### src/rtl/fpm_rfsh_pkg.sv
package fpm_rfsh_pkg;

    // Sequencer phases; the strobe pins are decoded from this value
    typedef enum logic [2:0] {
        ST_IDLE,   // all strobes high, chooses next owner
        ST_ACC,    // host owns the memory
        ST_CSR,    // column strobes low, row strobe still high
        ST_RASL,   // both strobes low (refresh or self-refresh entry)
        ST_SELF,   // held in self-refresh until the request drops
        ST_PRE     // both strobes high, precharge / exit recovery
    } seq_state_e;

endpackage

### src/rtl/fpm_rfsh_interval.sv
module fpm_rfsh_interval #(
    parameter int PERIOD = 400
) (
    input  logic clk,
    input  logic rst_n,
    input  logic clr,
    output logic tick
);
    localparam int W = (PERIOD > 2) ? $clog2(PERIOD) : 1;

    logic [W-1:0] cnt_d, cnt_q;

    always_comb begin
        tick  = (cnt_q == W'(PERIOD - 1));
        cnt_d = (clr || tick) ? '0 : cnt_q + 1'b1;
    end

    always_ff @(posedge clk) begin
        if (!rst_n) cnt_q <= '0;
        else        cnt_q <= cnt_d;
    end
endmodule

### src/rtl/fpm_rfsh_burst.sv
module fpm_rfsh_burst #(
    parameter int ROWS = 1024
) (
    input  logic clk,
    input  logic rst_n,
    input  logic load,
    input  logic step,
    output logic active,
    output logic last
);
    localparam int W = $clog2(ROWS + 1);

    logic [W-1:0] left_d, left_q;

    always_comb begin
        left_d = left_q;
        if (load)                     left_d = W'(ROWS);
        else if (step && left_q != 0) left_d = left_q - 1'b1;
        active = (left_q != '0);
        last   = (left_q == W'(1));
    end

    always_ff @(posedge clk) begin
        if (!rst_n) left_q <= '0;
        else        left_q <= left_d;
    end
endmodule

### src/rtl/fpm_refresh_seq.sv
module fpm_refresh_seq
    import fpm_rfsh_pkg::*;
#(
    parameter int T_CSR  = 2,
    parameter int T_RAS  = 6,
    parameter int T_RP   = 4,
    parameter int T_RC   = 14,
    parameter int T_RASS = 20,
    parameter int T_RPS  = 12,
    parameter int T_REFI = 400,
    parameter int ROWS   = 1024
) (
    input  logic clk,
    input  logic rst_n,
    input  logic acc_req,
    input  logic acc_done,
    input  logic sr_req,
    input  logic burst_style,
    output logic ras_n,
    output logic casl_n,
    output logic cash_n,
    output logic we_n,
    output logic acc_gnt,
    output logic rfsh_busy,
    output logic sr_active
);
    // Precharge stretched so that fall-to-fall spacing meets T_RC
    localparam int RC_GAP  = T_RC - T_RAS - T_CSR;
    localparam int T_PRE   = (T_RP > RC_GAP) ? T_RP : RC_GAP;
    localparam int T_PRE_X = (T_RPS > T_PRE) ? T_RPS : T_PRE;
    localparam int M1      = (T_CSR > T_RAS) ? T_CSR : T_RAS;
    localparam int M2      = (T_RASS > T_PRE_X) ? T_RASS : T_PRE_X;
    localparam int MAX_LEN = (M1 > M2) ? M1 : M2;
    localparam int CW      = $clog2(MAX_LEN + 1);

    typedef struct packed {
        seq_state_e    st;
        logic [CW-1:0] cnt;
        logic          sr_cyc;     // current CBR cycle enters self-refresh
        logic          from_self;  // precharge is the self-refresh exit
        logic          style;      // burst style captured at entry
        logic          due;        // periodic refresh pending
    } seq_regs_t;

    seq_regs_t q, d;

    logic tick, tmr_clr;
    logic burst_active, burst_last, burst_load, burst_step;
    logic [CW-1:0] ras_len, pre_len;

    assign tmr_clr = (q.st == ST_SELF) || burst_active
                   || (q.st == ST_PRE && q.from_self);

    fpm_rfsh_interval #(.PERIOD(T_REFI)) u_interval (
        .clk  (clk),
        .rst_n(rst_n),
        .clr  (tmr_clr),
        .tick (tick)
    );

    fpm_rfsh_burst #(.ROWS(ROWS)) u_burst (
        .clk   (clk),
        .rst_n (rst_n),
        .load  (burst_load),
        .step  (burst_step),
        .active(burst_active),
        .last  (burst_last)
    );

    always_comb begin
        d          = q;
        burst_load = 1'b0;
        burst_step = 1'b0;
        ras_len    = q.sr_cyc    ? CW'(T_RASS)  : CW'(T_RAS);
        pre_len    = q.from_self ? CW'(T_PRE_X) : CW'(T_PRE);
        d.due      = q.due | tick;
        d.cnt      = q.cnt + 1'b1;

        case (q.st)
            ST_IDLE: begin
                d.cnt = '0;
                if (q.due) begin
                    d.st     = ST_CSR;
                    d.sr_cyc = 1'b0;
                    d.due    = tick;
                end else if (sr_req) begin
                    d.st     = ST_CSR;
                    d.sr_cyc = 1'b1;
                    d.style  = burst_style;
                end else if (acc_req) begin
                    d.st = ST_ACC;
                end
            end
            ST_ACC: begin
                d.cnt = '0;
                if (acc_done) d.st = ST_IDLE;
            end
            ST_CSR: begin
                if (q.cnt == CW'(T_CSR - 1)) begin
                    d.st  = ST_RASL;
                    d.cnt = '0;
                end
            end
            ST_RASL: begin
                if (q.cnt == ras_len - 1'b1) begin
                    d.st  = q.sr_cyc ? ST_SELF : ST_PRE;
                    d.cnt = '0;
                end
            end
            ST_SELF: begin
                d.cnt = '0;
                if (!sr_req) begin
                    d.st        = ST_PRE;
                    d.sr_cyc    = 1'b0;
                    d.from_self = 1'b1;
                    d.due       = 1'b0;
                end
            end
            ST_PRE: begin
                if (q.cnt == pre_len - 1'b1) begin
                    d.cnt = '0;
                    if (q.from_self) begin
                        d.from_self = 1'b0;
                        d.due       = 1'b0;
                        burst_load  = q.style;
                        d.st        = q.style ? ST_CSR : ST_IDLE;
                    end else if (burst_active) begin
                        burst_step = 1'b1;
                        d.st       = burst_last ? ST_IDLE : ST_CSR;
                    end else begin
                        d.st = ST_IDLE;
                    end
                end
            end
            default: d.st = ST_IDLE;
        endcase
    end

    always_ff @(posedge clk) begin
        if (!rst_n) begin
            q.st        <= ST_IDLE;
            q.cnt       <= '0;
            q.sr_cyc    <= 1'b0;
            q.from_self <= 1'b0;
            q.style     <= 1'b0;
            q.due       <= 1'b0;
        end else begin
            q <= d;
        end
    end

    logic cas_low;
    assign cas_low   = (q.st == ST_CSR) || (q.st == ST_RASL) || (q.st == ST_SELF);
    assign ras_n     = !((q.st == ST_RASL) || (q.st == ST_SELF));
    assign casl_n    = !cas_low;
    assign cash_n    = !cas_low;
    assign we_n      = 1'b1;
    assign acc_gnt   = (q.st == ST_ACC);
    assign sr_active = (q.st == ST_SELF);
    assign rfsh_busy = cas_low || (q.st == ST_PRE) || q.due || burst_active;
endmodule

### config.mk
export PLATFORM = sky130hd
export DESIGN_NAME = fpm_refresh_seq
export DESIGN_NICKNAME = d
export VERILOG_FILES = /design/src/rtl/fpm_rfsh_pkg.sv /design/src/rtl/fpm_rfsh_interval.sv /design/src/rtl/fpm_rfsh_burst.sv /design/src/rtl/fpm_refresh_seq.sv
export SDC_FILE = /design/constraint.sdc
export NUM_CORES = 1
export LEC_CHECK = 0
export CORE_ASPECT_RATIO = 1.25
export CORE_MARGIN = 3
export CORE_UTILIZATION = 57
export CTS_CLUSTER_DIAMETER = 60
export CTS_CLUSTER_SIZE = 8
export DETAILED_ROUTE_END_ITERATION = 10
export PLACE_DENSITY = 0.79
export SLEW_MARGIN = 25
export SYNTH_ARGS = -nofsm -noshare
export SYNTH_HDL_FRONTEND = slang
export SYNTH_SLANG_ARGS = --single-unit
### constraint.sdc
create_clock -name clk -period 2.4 [get_ports clk]
set_clock_uncertainty 0.05 [all_clocks]
set_input_delay 0.36 -clock clk [delete_from_list [all_inputs] [get_ports clk]]
set_output_delay 0.36 -clock clk [all_outputs]
set_load 0.005 [all_outputs]
# Yosys cells after proc, flatten, opt, wreduce, memory -nomap -nowiden
# Cells that the tools add are included.
dict set report classes {
  addsub 5
  eq_ne 17
  n_mux 37
  bitwise 3
  reduce_logical 25
}
# operator count
set op_table {}
lappend op_table {{$mux W8} 3}
lappend op_table {{$mux W11} 2}
lappend op_table {{$pmux W5 S4} 1}
lappend op_table {{$mux W3} 6}
lappend op_table {{$pmux W3 S6} 1}
lappend op_table {{$mux W1} 15}
lappend op_table {{$eq A11 B1 Y1 const B} 1}
lappend op_table {{$reduce_bool A11 Y1} 1}
lappend op_table {{$sub A11 B1 Y11 const B} 1}
lappend op_table {{$eq A5 B5 Y1} 2}
lappend op_table {{$add A9 B1 Y9 const B} 1}
lappend op_table {{$eq A9 B9 Y1 const B} 1}
lappend op_table {{$logic_or A1 B1 Y1} 9}
lappend op_table {{$reduce_and A3 Y1} 3}
lappend op_table {{$mux W2} 4}
lappend op_table {{$ne A2 B2 Y1 const B} 4}
lappend op_table {{$eq A3 B2 Y1 const B} 2}
lappend op_table {{$eq A3 B3 Y1 const B} 2}
lappend op_table {{$reduce_and A6 Y1} 1}
lappend op_table {{$reduce_bool A2 Y1} 3}
lappend op_table {{$add A5 B1 Y5 const B} 1}
lappend op_table {{$eq A5 B1 Y1 const B} 1}
lappend op_table {{$mux W5} 1}
lappend op_table {{$sub A4 B1 Y5 const B} 1}
lappend op_table {{other kinds (15)} 20}
dict set report totals {
  reg_bits 32
  input_bits 6
  output_inout_bits 7
}

# Depth between registers and ports, before layout
# Gate-level depths: netlist of the first run.
dict set report logic_depth {
  ltp_word 8
  mapped_depth 7
  depth_no_buf 7
}

# Hierarchy
# A second synthesis of the first run with hierarchy kept.
dict set report unflattened {
  hier_cells 212
  hier_area_um2 1835.5
}
# mod n_inst cells_per_inst area_each_um2 seq_area_each_um2
set by_module_without_submodules {}
lappend by_module_without_submodules {fpm_refresh_seq 1 102 822.0 240.2}
lappend by_module_without_submodules {fpm_rfsh_burst 1 66 600.6 220.2}
lappend by_module_without_submodules {fpm_rfsh_interval 1 44 412.9 180.2}

# Worst setup path before layout of the first run
# OpenSTA, ideal clock, no wires.
dict set report synth_path {
  kind {flip-flop to output port}
  start {register u_burst.left_q[3]}
  end {output rfsh_busy}
  t_arrival_ps 1519
  path_slack_ps 471
  path_stages_with_launch 4
  cell_sequence {dfxtp_1 nor4_1 nand4_2 or4_1}
}
dict set report synth_between {
  elab_chain_len 2
}
# item line_no
set synth_rtl {}
lappend synth_rtl {{start: declaration} fpm_rfsh_burst.sv:13} ;# logic [W-1:0] left_d, left_q;
lappend synth_rtl {{start signal: assignment} fpm_rfsh_burst.sv:25} ;# else left_q <= left_d;
lappend synth_rtl {{$reduce_bool A11 Y1} fpm_rfsh_burst.sv:19} ;# active = (left_q != '0);
lappend synth_rtl {{$logic_or A1 B1 Y1} fpm_refresh_seq.sv:160} ;# assign rfsh_busy = cas_low || (q.st == ST_PRE) || q.due || burst_active;
lappend synth_rtl {{end: declaration} fpm_refresh_seq.sv:24} ;# output logic rfsh_busy,
# Every way passes these cells.

# Final worst setup path of the first run
dict set report layout_path {
  start {register q[10] (netlist name)}
  end {output sr_active}
}
dict set report layout_between {
  elab_chain_len 1
}
# item line_no
set layout_rtl {}
lappend layout_rtl {{start: declaration} fpm_refresh_seq.sv:45} ;# seq_regs_t q, d;
lappend layout_rtl {{$eq A3 B3 Y1} fpm_refresh_seq.sv:159} ;# assign sr_active = (q.st == ST_SELF);
lappend layout_rtl {{end: declaration} fpm_refresh_seq.sv:25} ;# output logic sr_active
# Every way passes these cells.

==> results of run 1 <==
-- final timing paths --
kind / slack, ns / depth (start not counted) / start / end
setup / recovery: 0.07 / 4 / q[10] / sr_active
hold / removal: 0.40 / 1 / u_interval.cnt_q[0] / u_interval.cnt_q[0]
setup reg to reg: 0.24 / 5 / q[6] / q[8]
hold reg to reg: 0.40 / 1 / u_interval.cnt_q[0] / u_interval.cnt_q[0]
-- report_power, final --
part | switching, W | total [W] | internal, W
logic | 0.000129 | 0.000253 | 0.000123
registers | 0.0000259 | 0.000582 | 0.000556
clock network | 0.000188 | 0.000328 | 0.000139
total | 0.000343 | 0.00116 | 0.000819
-- sequential cells by signal, indices dropped and copies added (netlist names) --
signal            cells
q                    12
u_burst.left_q       11
u_interval.cnt_q      9
-- per-stage QoR --
step | hold WS [ns] | std cells | instance area, um^2 | setup slack (ns) | power (W)
floorplan | 0.363 | 218 | 1780 | 0.471 | 0.000758
global placement | 0.374 | 263 | 1940 | 0.242 | 0.000835
detailed placement | 0.384 | 263 | 1940 | 0.222 | 0.000844
CTS | 0.398 | 271 | 2010 | 0.0372 | 0.00117
global route | 0.413 | 271 | 2010 | 0.000951 | 0.00122
finish | 0.398 | 271 | 2010 | 0.0684 | 0.00116
-- cells in the mapped netlist (2+ instances only) --
cell      instances
a21oi_1          13
and2_1            2
and3_1            3
buf_4             3
clkbuf_1          6
dfxtp_1          32
ha_1              6
inv_1             8
mux2i_1           2
nand2_1          16
nand3_1          11
nand4b_1          2
nor2_1           31
nor2b_1           4
nor3_1            7
nor3b_1           3
nor4_1            4
nor4b_1           2
o21ai_0          13
o311ai_0          2
or3_1             7
or4_1             3
or4b_2            2
xnor2_1           7
xor2_1            8
-- per-layer routing --
layer / part of all wire, % / vias to the layer above / GRT usage, %
met2: 49 / 40 / 37.4
met5: 0 / - / 0
li1: - / 793 / -
met4: 2.3 / 0 / 11.6
met3: 4.7 / 10 / 4.34
met1: 44 / 706 / 22.3
-- cell type report --
type,instances,area (um^2),area share [%]
sequential,32,642,31.9
tap,36,45.0,2.24
multi-input combinational,167,1060,52.6
clock buffer,6,51.3,2.55
clock inverter,2,10.0,0.497
inverter,8,30.0,1.49
timing repair buffer,20,176,8.76
-- repair_timing --
item / in CTS / in global routing
pin swaps: 1 / 0
setup endpoints to repair: 4 / 5
resized for setup: 3 / 2
hold endpoints to repair: 0 / 0
-- logic make-up (layout without fill, tap and decap cells) --
family | after synthesis | in the layout | share of synthesized area (%)
compound gates | 36 | 36 | 11.8
xor+xnor | 15 | 15 | 7.40
fa+ha+maj | 6 | 6 | 4.23
buf+inv | 19 | 36 | 5.14
flops | 32 | 32 | 36.1
mux | 2 | 2 | 1.13
other cells | 1 | 1 | 0.211
simple gates | 107 | 107 | 34.0
==> metrics.cfg, run 1 <==
[clocking]
cts_root_buf=clkbuf_4
cts_hold_buf=0
cts_tree=yes
htreeDepth=2
clock_latency_ns=0.34
cts_setup_buffers=0
clockBufferDepth=2
clk_pin_slew_ns=0.11
numCtsBuffers=5
cts.sinks=32

[layout]
fin_util_pct=67.7
fillers=254
final_nets=246
layout_common_cells=dfxtp_1, nor2_1, nand2_1
antenna_cells=0
drive_gt1_share_pct=13.2
synthToLayoutAreaGrowth_pct=13.4
layout_commonest_cell=dfxtp_1

[synth]
synthFlopType=dfxtp_1
synth_cell_type_count=46
ys.warnings.count=0
synth_top_cell_by_area=dfxtp_1
synth_area_leaders=dfxtp_1, nor2_1, ha_1
yosysSeqAreaShare_pct=36.1
synth_edf_count=0
ys_async_sr_fraction_pct=0
syn_avg_cell_area_um2=8.14
syn_inst=218
synth_nets=230
synth.cell_area_um2=1780
synth.top_cell.area_share_pct=36.1
ys_ff_latch=32

[global_routing]
grt_pass1_wl_um=6130
groute.usage.overall_pct=20.5
grt_pass1_vias=1484
antenna_found_initial=0
grt_max_degree=16
overflow=0

[die]
die_w_um=55.9
rows=22
core-area_um2=2970
ios=13
die-area_um2=3820
initial_core_util_pct=59.7
die_y_um=68.4

[route]
drc_errors=0
vias=1549
drt-total-wl_um=3690
first_pass_iters=4
drt_iter0_markers=69
antenna_left=0
via_per_inst=5.72
post_drt_wl_per_cell_um=13.6

[sta]
fmax_mhz=429
setup_viol=0
hold_violations=0
finalSetupTns_ns=0
finalCritPeriodShare_pct=97.2
rsz0062_at_grt=false
timing.final.max_slew_violations=0
period_minus_slack_ns=2.33

[critical_path]
arrival_ns=1.92
path_buf_inv=2
slowest_stage=clkdlybuf4s50_1
start_kind=flop
criticalPathCategory=flop to output pin
cp_slowest_stage_delay_ns=0.52
crit_required_ns=1.99
end_kind=output pin
path_delay_family=buffers and inverters
path_cells=buf_4, or2b_2, nor2_2, clkdlybuf4s50_1
cp_max_fo=10

[power]
ir_drop_v=0.000548
p_leak_nw=0.841
cellPowerDensity_nw_per_um2=577

[place]
gp_congestion=0.897
place.port_buffers=11
post-dp-hpwl_um=2670

[worst_hold_path]
min_path_type=flop to flop

[flow_run]
maxCapViolations=0

[run_status]
outcome=finished, final reports clean

Power figures use the tool's default switching activity.
==> run 2, diff against run 1 <==
--- a/config.mk
+++ b/config.mk
@@ -5,9 +5,11 @@
 export SDC_FILE = /design/constraint.sdc
 export NUM_CORES = 1
 export LEC_CHECK = 0
+export CELL_PAD_IN_SITES_DETAIL_PLACEMENT = 1
+export CELL_PAD_IN_SITES_GLOBAL_PLACEMENT = 1
 export CORE_ASPECT_RATIO = 1.25
 export CORE_MARGIN = 3
-export CORE_UTILIZATION = 57
+export CORE_UTILIZATION = 43
 export CTS_CLUSTER_DIAMETER = 60
 export CTS_CLUSTER_SIZE = 8
 export DETAILED_ROUTE_END_ITERATION = 10
==> run 2 against run 1 <==
Against the previous run:
- flip-flop and latch count unchanged
- first-iteration DRC count fell by 28%
- global-route usage decreased by 1.3 points
- sequential share of layout area shrank 0.98 points
- core utilization fell by 14 points
- maximum frequency grew 2.0%
- largest power group unchanged
- highest routed layer unchanged
==> metrics.cfg, run 2 (synthesis results as in run 1) <==
[critical_path]
endpoint=rfsh_busy
start_kind=flop
path_depth=5  ; +1
criticalPathCategory=flop to output pin
path_cells=nor4_2, buf_4, nand4_2, or4_1, dlygate4sd2_1
end_kind=output pin
cp_slowest_stage_delay_ns=0.40  ; -0.12 ns
cp_max_fo=7  ; -3
startpoint=u_burst.left_q[3]
path_buf_inv=2  ; unchanged
worstRegToRegCells=5  ; unchanged
path_delay_family=simple AND/OR/NAND/NOR gates
reg2reg_slack_ns=0.24  ; about the same
arrival_ns=1.88  ; -0.04 ns
crit_required_ns=1.99  ; about the same
slowest_stage=or4_1
worstReg2RegStart=q[6]
r2r-end=u_burst.left_q[8]

[sta]
fin_ws_ns=0.114  ; +0.0457 ns
timing.final.max_slew_violations=0  ; unchanged
hold_violations=0  ; unchanged
fmax_mhz=437  ; +2.0%
setup_viol=0  ; unchanged
rsz0062_at_grt=false
finalCritPeriodShare_pct=95.2  ; -1.9 points
finalSetupTns_ns=0  ; unchanged
period_minus_slack_ns=2.29  ; -0.0457 ns

[route]
post_drt_wl_per_cell_um=15.3  ; +13%
top_layer_used=met4
drc_errors=0  ; unchanged
vias=1589  ; +2.6%
met3WireLength_um=160  ; -8.0%
met2RoutedLength_um=2270  ; +26%
via_per_inst=5.50  ; -3.8%
met1_length_um=1920  ; +18%
drt-total-wl_um=4430  ; +20%
first_pass_iters=4  ; unchanged
drt_iter0_markers=50  ; -28%
antenna_left=0  ; unchanged

[power]
p_leak_nw=0.860  ; +2.2%
ir_drop_v=0.000336  ; -39%
cellPowerDensity_nw_per_um2=649  ; +12%

[layout]
fin_area_um2=2080  ; +3.4%
reg_top3=q x12, u_burst.left_q x11, u_interval.cnt_q x9
largest_register_ffs=12  ; unchanged
synthToLayoutAreaGrowth_pct=17.2
stdcell_count=289  ; +6.6%
antenna_cells=0  ; unchanged
layout_commonest_cell=nor2_1
top_register=q
multi_input_area_um2=1060  ; -0.24%
layout_common_cells=nor2_1, dfxtp_1, nand2_1
fillers=502  ; +98%
final_nets=246  ; unchanged
drive_gt1_share_pct=12.8  ; -0.43 points
seq_area_um2=643  ; +0.19%

[place]
gp_congestion=0.781  ; -13%
place_area_um2=1960  ; +1.2%
post-dp-hpwl_um=3230  ; +21%
place_ws_ns=0.203  ; -0.0187 ns
place.port_buffers=11  ; unchanged
dp_cells=281  ; +6.8%

[global_routing]
grt_max_degree=16  ; unchanged
groute.usage.overall_pct=19.2  ; -1.3 points
grt_pass1_wl_um=7630  ; +24%
overflow=0  ; unchanged
grt_pass1_vias=1657  ; +12%
antenna_found_initial=0  ; unchanged

[clocking]
numCtsBuffers=5  ; unchanged
cts.sinks=32  ; unchanged
clockBufferDepth=2  ; unchanged
htreeDepth=2  ; unchanged
clock_latency_ns=0.29  ; -0.05 ns
cts_root_buf=clkbuf_8
cts_tree=yes
clk_pin_slew_ns=0.06  ; -0.05 ns
cts_hold_buf=0  ; unchanged

[die]
die_w_um=63.5  ; +14%
rows=25  ; +14%
die_y_um=77.8  ; +14%
die-area_um2=4940  ; +29%
core-area_um2=3880  ; +30%
ios=13  ; unchanged
initial_core_util_pct=45.8  ; -14 points

[run_status]
outcome=finished, final reports clean

[flow_run]
maxCapViolations=0  ; unchanged

[worst_hold_path]
min_path_type=flop to flop
worstHoldPathCells=1  ; unchanged

==> run 2: cell count changes in the layout (fill, tap and decap cells not counted) <==
cell	change
dfxtp_2	+1
nor2_2	-1
clkbuf_1	+1
clkbuf_4	-5
clkbuf_8	+4
bufinv_16	+1
nor2_1	+1
clkinv_2	-1
dfxtp_1	-1
==> run 2: final cells by class <==
type                    count  area share (%)
clock inverters             2            1.68
flip-flops and latches     32            30.9
clock buffers               6            3.49
multi-input cells         167            50.8
well taps                  54            3.25
repair buffers             20            8.48
inverters                   8            1.44
==> run 2: per-layer routing <==
layer  GRT usage (%)  vias up
met3            4.34       11
met1            22.2      753
li1                -      788
met5               0        -
met4            7.78        0
met2            33.8       37
==> run 2: worst reg2reg max path: stages (launching register included) <==
cell,delay [ns]
dfxtp_1,0.46
or4b_4,0.55
nor3_4,0.24
nand4b_4,0.17
or4_1,0.44
a21oi_1,0.18
==> run 2: worst min path at each step <==
stage	endpoint	slack, ns	start
floorplan	u_interval.cnt_q[0]	0.36	u_interval.cnt_q[0]
global placement	u_interval.cnt_q[0]	0.37	u_interval.cnt_q[0]
detailed placement	u_interval.cnt_q[0]	0.39	u_interval.cnt_q[0]
CTS	u_interval.cnt_q[0]	0.40	u_interval.cnt_q[0]
global route	u_interval.cnt_q[0]	0.42	u_interval.cnt_q[0]
finish	u_interval.cnt_q[0]	0.39	u_interval.cnt_q[0]
==> run 2: through the flow <==
| step | hold WS, ns | total power [W] | util, % |
|---|---|---|---|
| 2_1_floorplan | 0.363 | 0.000758 | - |
| 3_3_place_gp | 0.375 | 0.000840 | 50.5 |
| 3_5_place_dp | 0.389 | 0.000852 | 50.5 |
| 4_1_cts | 0.398 | 0.00137 | 53.6 |
| 5_1_grt | 0.416 | 0.00142 | 53.6 |
| 6_report | 0.390 | 0.00135 | 53.6 |
==> run 2: timing repair <==
item,CTS,global route
endpoints found under the setup margin,1,0
setup buffers,0,0
endpoints found under the hold margin,0,0
resized for setup,5,0
==> run 2: power breakdown <==
group	leakage, nW	switching, W	internal, W	total, W
clock	0.0552	0.000204	0.000308	0.000512
combinational	0.544	0.000132	0.000123	0.000255
sequential	0.260	0.0000282	0.000555	0.000583
